--- config.mk ---
export PLATFORM = sky130hd
export DESIGN_NAME = wake_latch_unit
export DESIGN_NICKNAME = d
export VERILOG_FILES = /design/src/rtl/wake_pkg.sv /design/src/rtl/wake_sync.sv /design/src/rtl/wake_edge.sv /design/src/rtl/wake_regs.sv /design/src/rtl/wake_latch_unit.sv
export SDC_FILE = /design/constraint.sdc
export NUM_CORES = 1
export LEC_CHECK = 0
export BUFFER_PORTS_ARGS = -buffer_cell sky130_fd_sc_hd__buf_2
export CORE_ASPECT_RATIO = 0.7
export CORE_MARGIN = 10
export CORE_UTILIZATION = 32
export DETAILED_ROUTE_END_ITERATION = 7
export PLACE_DENSITY_LB_ADDON = 0.12
export SETUP_SLACK_MARGIN = 0.1
export SLEW_MARGIN = 20
export SYNTH_ARGS = -nofsm -noshare
export SYNTH_HDL_FRONTEND = slang
export SYNTH_SLANG_ARGS = --single-unit
--- constraint.sdc ---
create_clock -name clk -period 1.2 [get_ports clk]
set_input_delay 0.06 -clock clk [delete_from_list [all_inputs] [get_ports clk]]
set_output_delay 0.06 -clock clk [all_outputs]
set_load 0.01 [all_outputs]
--- src/rtl/wake_pkg.sv ---
package wake_pkg;

    // Register addresses seen on the write and read ports
    typedef enum logic [1:0] {
        ADDR_ENABLE   = 2'd0,
        ADDR_POLARITY = 2'd1,
        ADDR_MASKED   = 2'd2,
        ADDR_RAW      = 2'd3
    } wake_addr_e;

    localparam int unsigned MIN_SYNC_STAGES = 2;

endpackage

--- src/rtl/wake_sync.sv ---
module wake_sync #(
    parameter int unsigned WIDTH  = 32,
    parameter int unsigned STAGES = 2
) (
    input  logic             clk,
    input  logic             rst_n,
    input  logic [WIDTH-1:0] async_i,
    output logic [WIDTH-1:0] sync_o
);
    localparam int unsigned LAST = STAGES - 1;

    logic [WIDTH-1:0] stage_d [STAGES];
    logic [WIDTH-1:0] stage_q [STAGES];

    always_comb begin
        stage_d[0] = async_i;
        for (int i = 1; i < STAGES; i++) begin
            stage_d[i] = stage_q[i-1];
        end
    end

    for (genvar g = 0; g < STAGES; g++) begin : g_stage
        always_ff @(posedge clk or negedge rst_n) begin
            if (!rst_n) begin
                stage_q[g] <= '0;
            end else begin
                stage_q[g] <= stage_d[g];
            end
        end
    end

    assign sync_o = stage_q[LAST];

endmodule

--- src/rtl/wake_edge.sv ---
module wake_edge #(
    parameter int unsigned WIDTH = 32
) (
    input  logic             clk,
    input  logic             rst_n,
    input  logic [WIDTH-1:0] level_i,
    input  logic [WIDTH-1:0] pol_i,
    output logic [WIDTH-1:0] hit_o
);
    logic [WIDTH-1:0] prev_d;
    logic [WIDTH-1:0] prev_q;

    always_comb begin
        prev_d = level_i;
    end

    // A source hits when its level changed and the new level matches
    // the selected direction: 1 for rising, 0 for falling.
    for (genvar b = 0; b < WIDTH; b++) begin : g_bit
        assign hit_o[b] = (level_i[b] ^ prev_q[b]) & ~(level_i[b] ^ pol_i[b]);
    end

    always_ff @(posedge clk or negedge rst_n) begin
        if (!rst_n) begin
            prev_q <= '0;
        end else begin
            prev_q <= prev_d;
        end
    end

endmodule

--- src/rtl/wake_regs.sv ---
module wake_regs
    import wake_pkg::*;
#(
    parameter int unsigned          WIDTH     = 32,
    parameter logic [WIDTH-1:0]     POL_RESET = '0
) (
    input  logic             clk,
    input  logic             rst_n,
    input  logic             wr_en_i,
    input  logic [1:0]       wr_addr_i,
    input  logic [WIDTH-1:0] wr_data_i,
    input  logic [WIDTH-1:0] hit_i,
    output logic [WIDTH-1:0] en_o,
    output logic [WIDTH-1:0] pol_o,
    output logic [WIDTH-1:0] raw_o,
    output logic             wake_o
);
    typedef struct packed {
        logic [WIDTH-1:0] en;
        logic [WIDTH-1:0] pol;
        logic [WIDTH-1:0] raw;
        logic             wake;
    } state_t;

    state_t st_d;
    state_t st_q;

    logic [WIDTH-1:0] clr_mask;

    always_comb begin
        st_d     = st_q;
        clr_mask = '0;

        if (wr_en_i) begin
            case (wake_addr_e'(wr_addr_i))
                ADDR_ENABLE: begin
                    st_d.en  = wr_data_i;
                    // sources being switched off drop their pending event
                    clr_mask = st_q.en & ~wr_data_i;
                end
                ADDR_POLARITY: begin
                    st_d.pol = wr_data_i;
                end
                ADDR_RAW: begin
                    clr_mask = wr_data_i;
                end
                default: begin
                    // masked view is read only
                end
            endcase
        end

        // a new transition overrides a clear in the same cycle
        st_d.raw  = (st_q.raw & ~clr_mask) | hit_i;
        st_d.wake = |(st_q.raw & st_q.en);
    end

    always_ff @(posedge clk or negedge rst_n) begin
        if (!rst_n) begin
            st_q.en   <= '0;
            st_q.pol  <= POL_RESET;
            st_q.raw  <= '0;
            st_q.wake <= 1'b0;
        end else begin
            st_q <= st_d;
        end
    end

    assign en_o   = st_q.en;
    assign pol_o  = st_q.pol;
    assign raw_o  = st_q.raw;
    assign wake_o = st_q.wake;

endmodule

--- src/rtl/wake_latch_unit.sv ---
module wake_latch_unit
    import wake_pkg::*;
#(
    parameter int unsigned          NUM_SRC     = 32,
    parameter int unsigned          SYNC_STAGES = 2,
    parameter logic [NUM_SRC-1:0]   POL_RESET   = '0
) (
    input  logic               clk,
    input  logic               rst_n,
    input  logic [NUM_SRC-1:0] src_i,
    input  logic               wr_en_i,
    input  logic [1:0]         wr_addr_i,
    input  logic [NUM_SRC-1:0] wr_data_i,
    input  logic [1:0]         rd_addr_i,
    output logic [NUM_SRC-1:0] rd_data_o,
    output logic               wake_o
);
    localparam int unsigned STAGES =
        (SYNC_STAGES < MIN_SYNC_STAGES) ? MIN_SYNC_STAGES : SYNC_STAGES;

    logic [NUM_SRC-1:0] src_sync;
    logic [NUM_SRC-1:0] edge_hit;
    logic [NUM_SRC-1:0] en_vec;
    logic [NUM_SRC-1:0] pol_vec;
    logic [NUM_SRC-1:0] raw_vec;

    wake_sync #(
        .WIDTH  (NUM_SRC),
        .STAGES (STAGES)
    ) u_sync (
        .clk     (clk),
        .rst_n   (rst_n),
        .async_i (src_i),
        .sync_o  (src_sync)
    );

    wake_edge #(
        .WIDTH (NUM_SRC)
    ) u_edge (
        .clk     (clk),
        .rst_n   (rst_n),
        .level_i (src_sync),
        .pol_i   (pol_vec),
        .hit_o   (edge_hit)
    );

    wake_regs #(
        .WIDTH     (NUM_SRC),
        .POL_RESET (POL_RESET)
    ) u_regs (
        .clk       (clk),
        .rst_n     (rst_n),
        .wr_en_i   (wr_en_i),
        .wr_addr_i (wr_addr_i),
        .wr_data_i (wr_data_i),
        .hit_i     (edge_hit),
        .en_o      (en_vec),
        .pol_o     (pol_vec),
        .raw_o     (raw_vec),
        .wake_o    (wake_o)
    );

    always_comb begin
        case (wake_addr_e'(rd_addr_i))
            ADDR_ENABLE:   rd_data_o = en_vec;
            ADDR_POLARITY: rd_data_o = pol_vec;
            ADDR_MASKED:   rd_data_o = raw_vec & en_vec;
            default:       rd_data_o = raw_vec;
        endcase
    end

endmodule

---- Yosys cells after proc, flatten, opt, wreduce, memory -nomap -nowiden ----
Index checks and enable logic that the tools add are counted.
operators by class
  equality and inequality tests ........... 4
  muxes and demuxes ....................... 3
  bitwise operators ....................... 134
  reductions and logical operators ........ 5
operator list
  cell                                           number
  AND 32 bit                                     3
  one-hot mux 32 bit (3 select lines)            1
  NOT 32 bit                                     2
  one-hot mux 32 bit (2 select lines)            1
  XOR 1 bit                                      64
  AND 1 bit                                      32
  2-to-1 mux 32 bit                              1
  NOT 1 bit                                      32
  OR 32 bit                                      1
  OR reduction 32 bit                            1
  == test 2 x 1 -> 1 bit, second input constant  2
  == test 2 bit, second input constant           2
  logical NOT 2 bit                              2
  AND reduction 2 bit                            2
storage, ports and cells
  register bits after elaboration ......... 193
  input port bits ......................... 71
  output and inout bits ................... 33
  logic and storage cells ................. 153

---- Depth between registers and ports, before layout ----
Gate-level depths: netlist of run 1.
  depth after elaboration ................. 7
  gate-level depth with buffers ........... 6
  gate-level depth less buffers ........... 5

---- Modules after synthesis ----
A second synthesis of run 1 with hierarchy kept.
second synthesis, totals
  cells, all modules ...................... 601
  area total of the unflattened synthesis .. 8373.0 µm²
by module, submodules not included
  module           times used  cells each  area an instance (µm²)  seq. area each (µm²)
  wake_regs        1           334         4286.6                  2427.3
  wake_sync        1           64          1601.5                  1601.5
  wake_edge        1           128         1521.5                  800.8
  wake_latch_unit  1           75          963.4                   0.0

---- Least setup slack after synthesis of run 1 ----
Ideal clock, no wire load.
  kind .................................... reg2reg
  start ................................... reg u_regs.st_q (netlist bit u_regs.raw_o[20])
  end ..................................... reg u_regs.st_q (netlist bit u_regs.wake_o)
  setup time .............................. 0.138 ns
  arrival time ............................ 1.131 ns
  required time ........................... 1.062 ns
  path slack .............................. -0.069 ns
  cell stages (with the launch flop) ...... 4
  buffers on the path ..................... 0
  period minus slack after synthesis ...... 1.269 ns
  cells stage by stage .................... dfrtp_1 -> a22oi_1 -> nand4_1 -> or4_1
RTL lines
  element                 RTL line         source
  from (decl)             wake_regs.sv:26  state_t st_q;
  from (signal assigned)  wake_regs.sv:65  st_q <= st_d;

==> results.tsv, run 1 <==
metric	value	unit
tightest_slew	385.7	ps
failed_checks	negative setup slack	
finalHoldViolCount	0	
antenna_found_initial	0	
slew_viol_final	0	
clk_pin_slew	80	ps
power.density	1556	nW/um2
ys_types	18	
die_y	149.9	um
syn_area	7709	um2
insertion_delay	440	ps
core	23700	um2
period_share	123.0	%
timing.fmax	0.6776	GHz
final_nets	978	
cp.buffers_inverters	1	
cts_tree	yes	
maxCapViolations	0	
max_stage_delay	410	ps
critPathTopFamily	simple AND/OR/NAND/NOR gates	
yosysWarningCount	0	
start_util	32.53	%
crit_fanout	2	
status	complete, but fails checks	
hp-class	in2async	
grt_pass1_wl	36330	um
yosys.area.top_type_share	62.65	%
holdWs	98.81	ps
clock_sinks	193	
syn_area_per_cell	12.16	um2
gp_congestion	0.7834	
netSwitchingFraction	28.48	%
grt_max_degree	41	
synth-seq-area-share	62.65	%
rows	47	
antenna_cells	0	
rsz0062_at_grt	true	
dieArea	30800	um2
power	17.73	mW
finClkSkew	11.96	ps
setup_tns	-5255	ps
cts_made_buffers	17	
p_leak	4.954	nW
cts-root-buf	clkbuf_16	
synth-seq-cells	193	
finalInstanceArea	11390	um2
placed_cell_area	9304	um2
hpwl	15090	um
required	1510	ps
setup_violations	33	
netSwitchingPower	5.049	mW
combPwrFrac	23.0	%
cts_max_path_buffers	2	
via_per_inst	4.851	
drc	0	
io_pins	104	
fin_ws	-275.8	ps
crit_arrival	1790	ps
power.internal	12.68	mW
die_width	205.5	um
ant_nets	0	
path_class	reg2reg	
io_buffers	103	
drtIter0Drc	309	
vdd_ir_drop_max	1078	uV
grt_usage	15.29	%
routed_wl	23190	um
drive_above_1_share	41.05	%
vias	5986	
cp_slowest_cell	dfrtp_1	
area_growth	47.78	%
relSlewSlack	74.29	%
post-route-util	48.07	%
pwr-share-clk	33.0	%
fin_crit	1476	ps
pwr-share-seq	44.1	%
synth_area_leaders	dfrtp_1 (63%), mux2_2 (9.3%), nand3b_1 (6.2%)	
firstDrtPassIters	5	
first_global_vias	6458	
start_kind	register	
crit_chain	a22oi_2 > buf_4 > nand4_1 > or4_1	
cp-end-kind	register	
wire_per_inst	18.80	um
grt_overflow	0	
syn-instance-count	634	
synth_fp_nets	709	
yosysTopAreaCell	dfrtp_1	
htree_num_levels	4	
final cells by class:
cell class	instances	area, um2
multi-input cells	381	3109
clock buffers	17	425.4
well taps	318	397.9
flip-flops and latches	193	4830
fillers	2095	12310
repair buffers	275	2322
clock inverters	15	176.4
inverters	35	131.4
metrics by stage:
step | instances | setup slack [ps]
global placement | 1113 | -388.4
CTS | 1234 | -273.5
global route | 1234 | -366.4
detailed placement | 1113 | -385.9
finish | 1234 | -275.8
floorplan | 634 | -69.18
cell usage after synthesis:
| cell | number |
|---|---|
| o221ai_1 | 32 |
| a21oi_1 | 32 |
| a22oi_2 | 2 |
| buf_1 | 2 |
| nand2_1 | 34 |
| dfrtp_1 | 193 |
| a22oi_1 | 14 |
| nand2b_1 | 34 |
| o22ai_1 | 32 |
| mux2_2 | 64 |
| ha_1 | 4 |
| buf_2 | 15 |
| nand3b_1 | 64 |
| inv_1 | 35 |
| nand4_1 | 4 |
| or4_1 | 1 |
| nor2_1 | 64 |
| clkbuf_1 | 8 |
worst register-to-register path: cells and delay by family, from the launching register on:
family          cells  cell delay (ps)
buf+inv             1              170
simple gates        2              480
compound gates      1              300
flops               1              410
logic make-up (layout without fill, tap and decap cells):
| logic type | Yosys count | count (layout) | share of synthesized area, % |
|---|---|---|---|
| mux | 64 | 64 | 9.349 |
| compound gates | 112 | 112 | 9.998 |
| fa+ha+maj | 4 | 4 | 0.6493 |
| flops | 193 | 193 | 62.65 |
| buf+inv | 60 | 342 | 3.165 |
| simple gates | 201 | 201 | 14.19 |
power by group through the flow:
stage               Combinational (mW)  Sequential (mW)  Clock, mW
finish                            4.07             7.81       5.84
global route                      4.41             7.90       6.29
CTS                               3.85             7.79       6.03
detailed placement                3.03             7.88          0
global placement                  2.99             7.83          0
floorplan                         1.39             7.80          0
registers in the layout (all words and copies together), names as in the netlist:
name	cells
u_regs.wake_o	1
u_regs.raw_o	32
u_regs.pol_o	32
u_sync.sync_o	32
u_regs.en_o	32
u_sync.stage_d	32
u_edge.prev_q	32
timing repair:
item | 4_1_cts | 5_1_grt
endpoints found under the setup margin | 33 | 47
setup buffers | 24 | 2
pin swaps | 39 | 26
hold buffers | 65 | 0
cloned | 0 | 0
hold endpoints to repair | 289 | 0
gates resized for setup | 88 | 45
placed cells by master (no fill, tap or decap), types with 2 or more instances in the layout:
cell           Yosys  layout
inv_1             35      35
a21oi_2            0      10
dlygate4sd3_1      0      65
nand4_1            4       4
nand3b_1          64      64
clkinvlp_4         0       2
mux2_2            64      64
ha_1               4       4
o22ai_2            0      15
o22ai_4            0      17
nor2_1            64      47
nor2_2             0      14
buf_2             15      97
bufinv_16          0       2
buf_6              0      45
nor2_4             0       3
clkinv_4           0       2
inv_8              0       2
a21oi_1           32      22
nand2b_1          34      34
inv_6              0       4
buf_4              0      54
clkinv_2           0       2
dfrtp_1          193     193
clkbuf_16          0      17
a22oi_1           14      10
a22oi_2            2       6
o221ai_2           0       5
buf_12             0      13
nand2_1           34      34
o221ai_1          32      27
routing by layer:
metal	GRT usage, %	vias to the layer above	wire [um]
li1	-	2790	-
met4	4.287	0	176
met2	23.44	135	10560
met5	0	-	0
met1	20.92	3049	11340
met3	3.931	12	1118
path summary, 6_finish.rpt:
path	slack, ps	cells after the start	to	from
worst max-delay path	-280	4	u_regs.wake_o$_DFF_PN0_	u_regs.en_o[16]$_DFFE_PN0P_
max in group asynchronous	550	3	u_sync.sync_o[2]$_DFF_PN0_	rst_n
worst min-delay path	100	2	u_sync.stage_d[21]$_DFF_PN0_	rst_n
min in group clk	260	2	u_sync.stage_d[15]$_DFF_PN0_	src_i[15]
worst min register to register	340	0	u_sync.sync_o[8]$_DFF_PN0_	u_sync.stage_d[8]$_DFF_PN0_
worst max register to register	-280	4	u_regs.wake_o$_DFF_PN0_	u_regs.en_o[16]$_DFFE_PN0P_
Power figures use the tool's default switching activity.
==> run 2: changes to the inputs <==
clock period = 1.4 ns   (was 1.2 ns; I/O delays follow)
==> results.tsv, run 2 (synthesis gave the netlist of run 1 again) <==
metric	value	unit	change
status	complete, but fails checks		
failed_checks	negative setup slack		
start_kind	register		
maxCapViolations	0		unchanged
gp_congestion	0.7572		-3.3%
antenna_found_initial	0		unchanged
cp.buffers_inverters	1		unchanged
io_buffers	103		unchanged
layout_common_cells	dfrtp_1 (189), buf_2 (96), dlygate4sd3_1 (65)		
top_layer	met4		
crit_chain	a22oi_2 > buf_4 > nand4_1 > or4_1		
finalHoldViolCount	0		unchanged
wl_met2	10700	um	+1.3%
area_growth	44.34	%	
clk_pin_slew	80	ps	about the same
drive_above_1_share	38.03	%	-3.0 points
grt_pass1_wl	36320	um	about the same
pwr-share-clk	33.9	%	+0.9 points
netSwitchingFraction	28.68	%	+0.19 points
grt_overflow	0		unchanged
timing.fmax	0.6216	GHz	-8.3%
hp-class	in2async		
via_per_inst	4.856		+0.11%
ant_nets	0		unchanged
die_y	149.9	um	unchanged
insertion_delay	440	ps	about the same
power	15.08	mW	-15%
final_nets	956		-2.2%
drc	0		unchanged
die_width	205.5	um	unchanged
firstDrtPassIters	5		unchanged
vdd_ir_drop_max	999.3	uV	-7.3%
drt-met1-wl	11220	um	-1.0%
r2r-end	u_regs.wake_o$_DFF_PN0_		
crit_arrival	1910	ps	+120 ps
cp_slowest_cell	or4_1		
p_leak	4.839	nW	-2.3%
path_class	reg2reg		
core	23700	um2	unchanged
first_global_vias	6307		-2.3%
max_stage_delay	440	ps	+30 ps
regToRegStartpoint	u_regs.en_o[16]$_DFFE_PN0P_		
cts_made_buffers	17		unchanged
slew_viol_final	0		unchanged
path_depth	4		unchanged
regToRegSetupSlack	-210	ps	+70 ps
routed_wl	23070	um	-0.55%
grt_max_degree	48		+17%
finClkSkew	10.49	ps	-1.469 ps
crit_fanout	2		unchanged
cp-end-kind	register		
cts_max_path_buffers	2		unchanged
netSwitchingPower	4.324	mW	-14%
rsz0062_at_grt	true		
cts_tree	yes		
crit_start	u_regs.en_o[16]$_DFFE_PN0P_		
wire_per_inst	19.03	um	+1.3%
mostFrequentLayoutCell	dfrtp_1		
pwr-share-seq	44.7	%	+0.6 points
start_util	32.53	%	unchanged
dieArea	30800	um2	unchanged
reg2regPathDepth	4		unchanged
drtIter0Drc	284		-8.1%
rows	47		unchanged
fin_crit	1609	ps	+132.8 ps
relSlewSlack	74.57	%	+0.28 points
combPwrFrac	21.4	%	-1.6 points
dr_wl_met3	990	um	-11%
power.internal	10.75	mW	-15%
vias	5886		-1.7%
cts-root-buf	clkbuf_16		
period_share	114.9	%	-8.1 points
io_pins	104		unchanged
fill_cells	2128		+1.6%
crit_end	u_regs.wake_o$_DFF_PN0_		
antenna_cells	0		unchanged
setup_violations	2		-94%
grt_usage	15.34	%	+0.056 points
power.density	1355	nW/um2	-13%
htree_num_levels	4		unchanged
critPathTopFamily	simple AND/OR/NAND/NOR gates		
hpwl	14890	um	-1.4%
tightest_slew	381.5	ps	-4.212 ps
clock_sinks	193		unchanged
setup_tns	-340.5	ps	+4915 ps
required	1710	ps	+200 ps
fin_ws	-208.6	ps	+67.20 ps
## run 2: worst min-delay path by stage
| stage | end | slack [ps] | cells after the start |
|---|---|---|---|
| after global routing | u_sync.sync_o[21]$_DFF_PN0_ | 150 | 2 |
| after floorplan | u_edge.prev_q[0]$_DFF_PN0_ | -230 | 0 |
| final | u_sync.sync_o[21]$_DFF_PN0_ | 150 | 2 |
| after global placement | u_regs.raw_o[28]$_DFF_PN0_ | 30 | 1 |
| after CTS | u_sync.stage_d[27]$_DFF_PN0_ | 140 | 2 |
| after detailed placement | u_edge.prev_q[21]$_DFF_PN0_ | 30 | 1 |
## run 2: metrics by stage
step	cell area [um2]	worst slack (ps)	cells	hold slack, ps	utilization, %
after floorplan	7709	130.8	634	-225.6	-
after global placement	9139	-293.4	1091	28.76	38.56
after detailed placement	9139	-347.4	1091	31.57	38.56
after CTS	10930	-204.3	1207	144.3	46.13
after global routing	11130	-242.1	1212	151.2	46.95
final	11130	-208.6	1212	145.9	46.95
## run 2: power groups by stage
stage / clock [mW] / sequential (mW) / combinational [mW]
final: 5.11 / 6.73 / 3.23
after global routing: 5.52 / 6.82 / 3.52
after CTS: 5.27 / 6.71 / 3.07
after detailed placement: 0 / 6.77 / 2.46
after global placement: 0 / 6.74 / 2.44
after floorplan: 0 / 6.68 / 1.19
## run 2: layout make-up
type	count	area [um2]	share of cell area, %
clock buffer	17	425.4	3.823
tap	318	397.9	3.576
multi-input combinational	381	3022	27.16
sequential	193	4835	43.45
clock inverter	15	193.9	1.743
timing repair buffer	253	2122	19.07
inverter	35	131.4	1.181
## run 2: layer usage
| metal | up-vias | global-route usage, % |
|---|---|---|
| met2 | 130 | 24.24 |
| met3 | 9 | 3.715 |
| met1 | 2998 | 20.85 |
| li1 | 2749 | - |
| met4 | 0 | 3.481 |
| met5 | - | 0 |
## run 2: repair_timing
item | in CTS | in global routing
hold buffers | 65 | 0
gates resized for setup | 82 | 32
endpoints found under the hold margin | 289 | 0
buffers inserted | 19 | 7
pin swaps | 31 | 11
endpoints found under the setup margin | 33 | 33
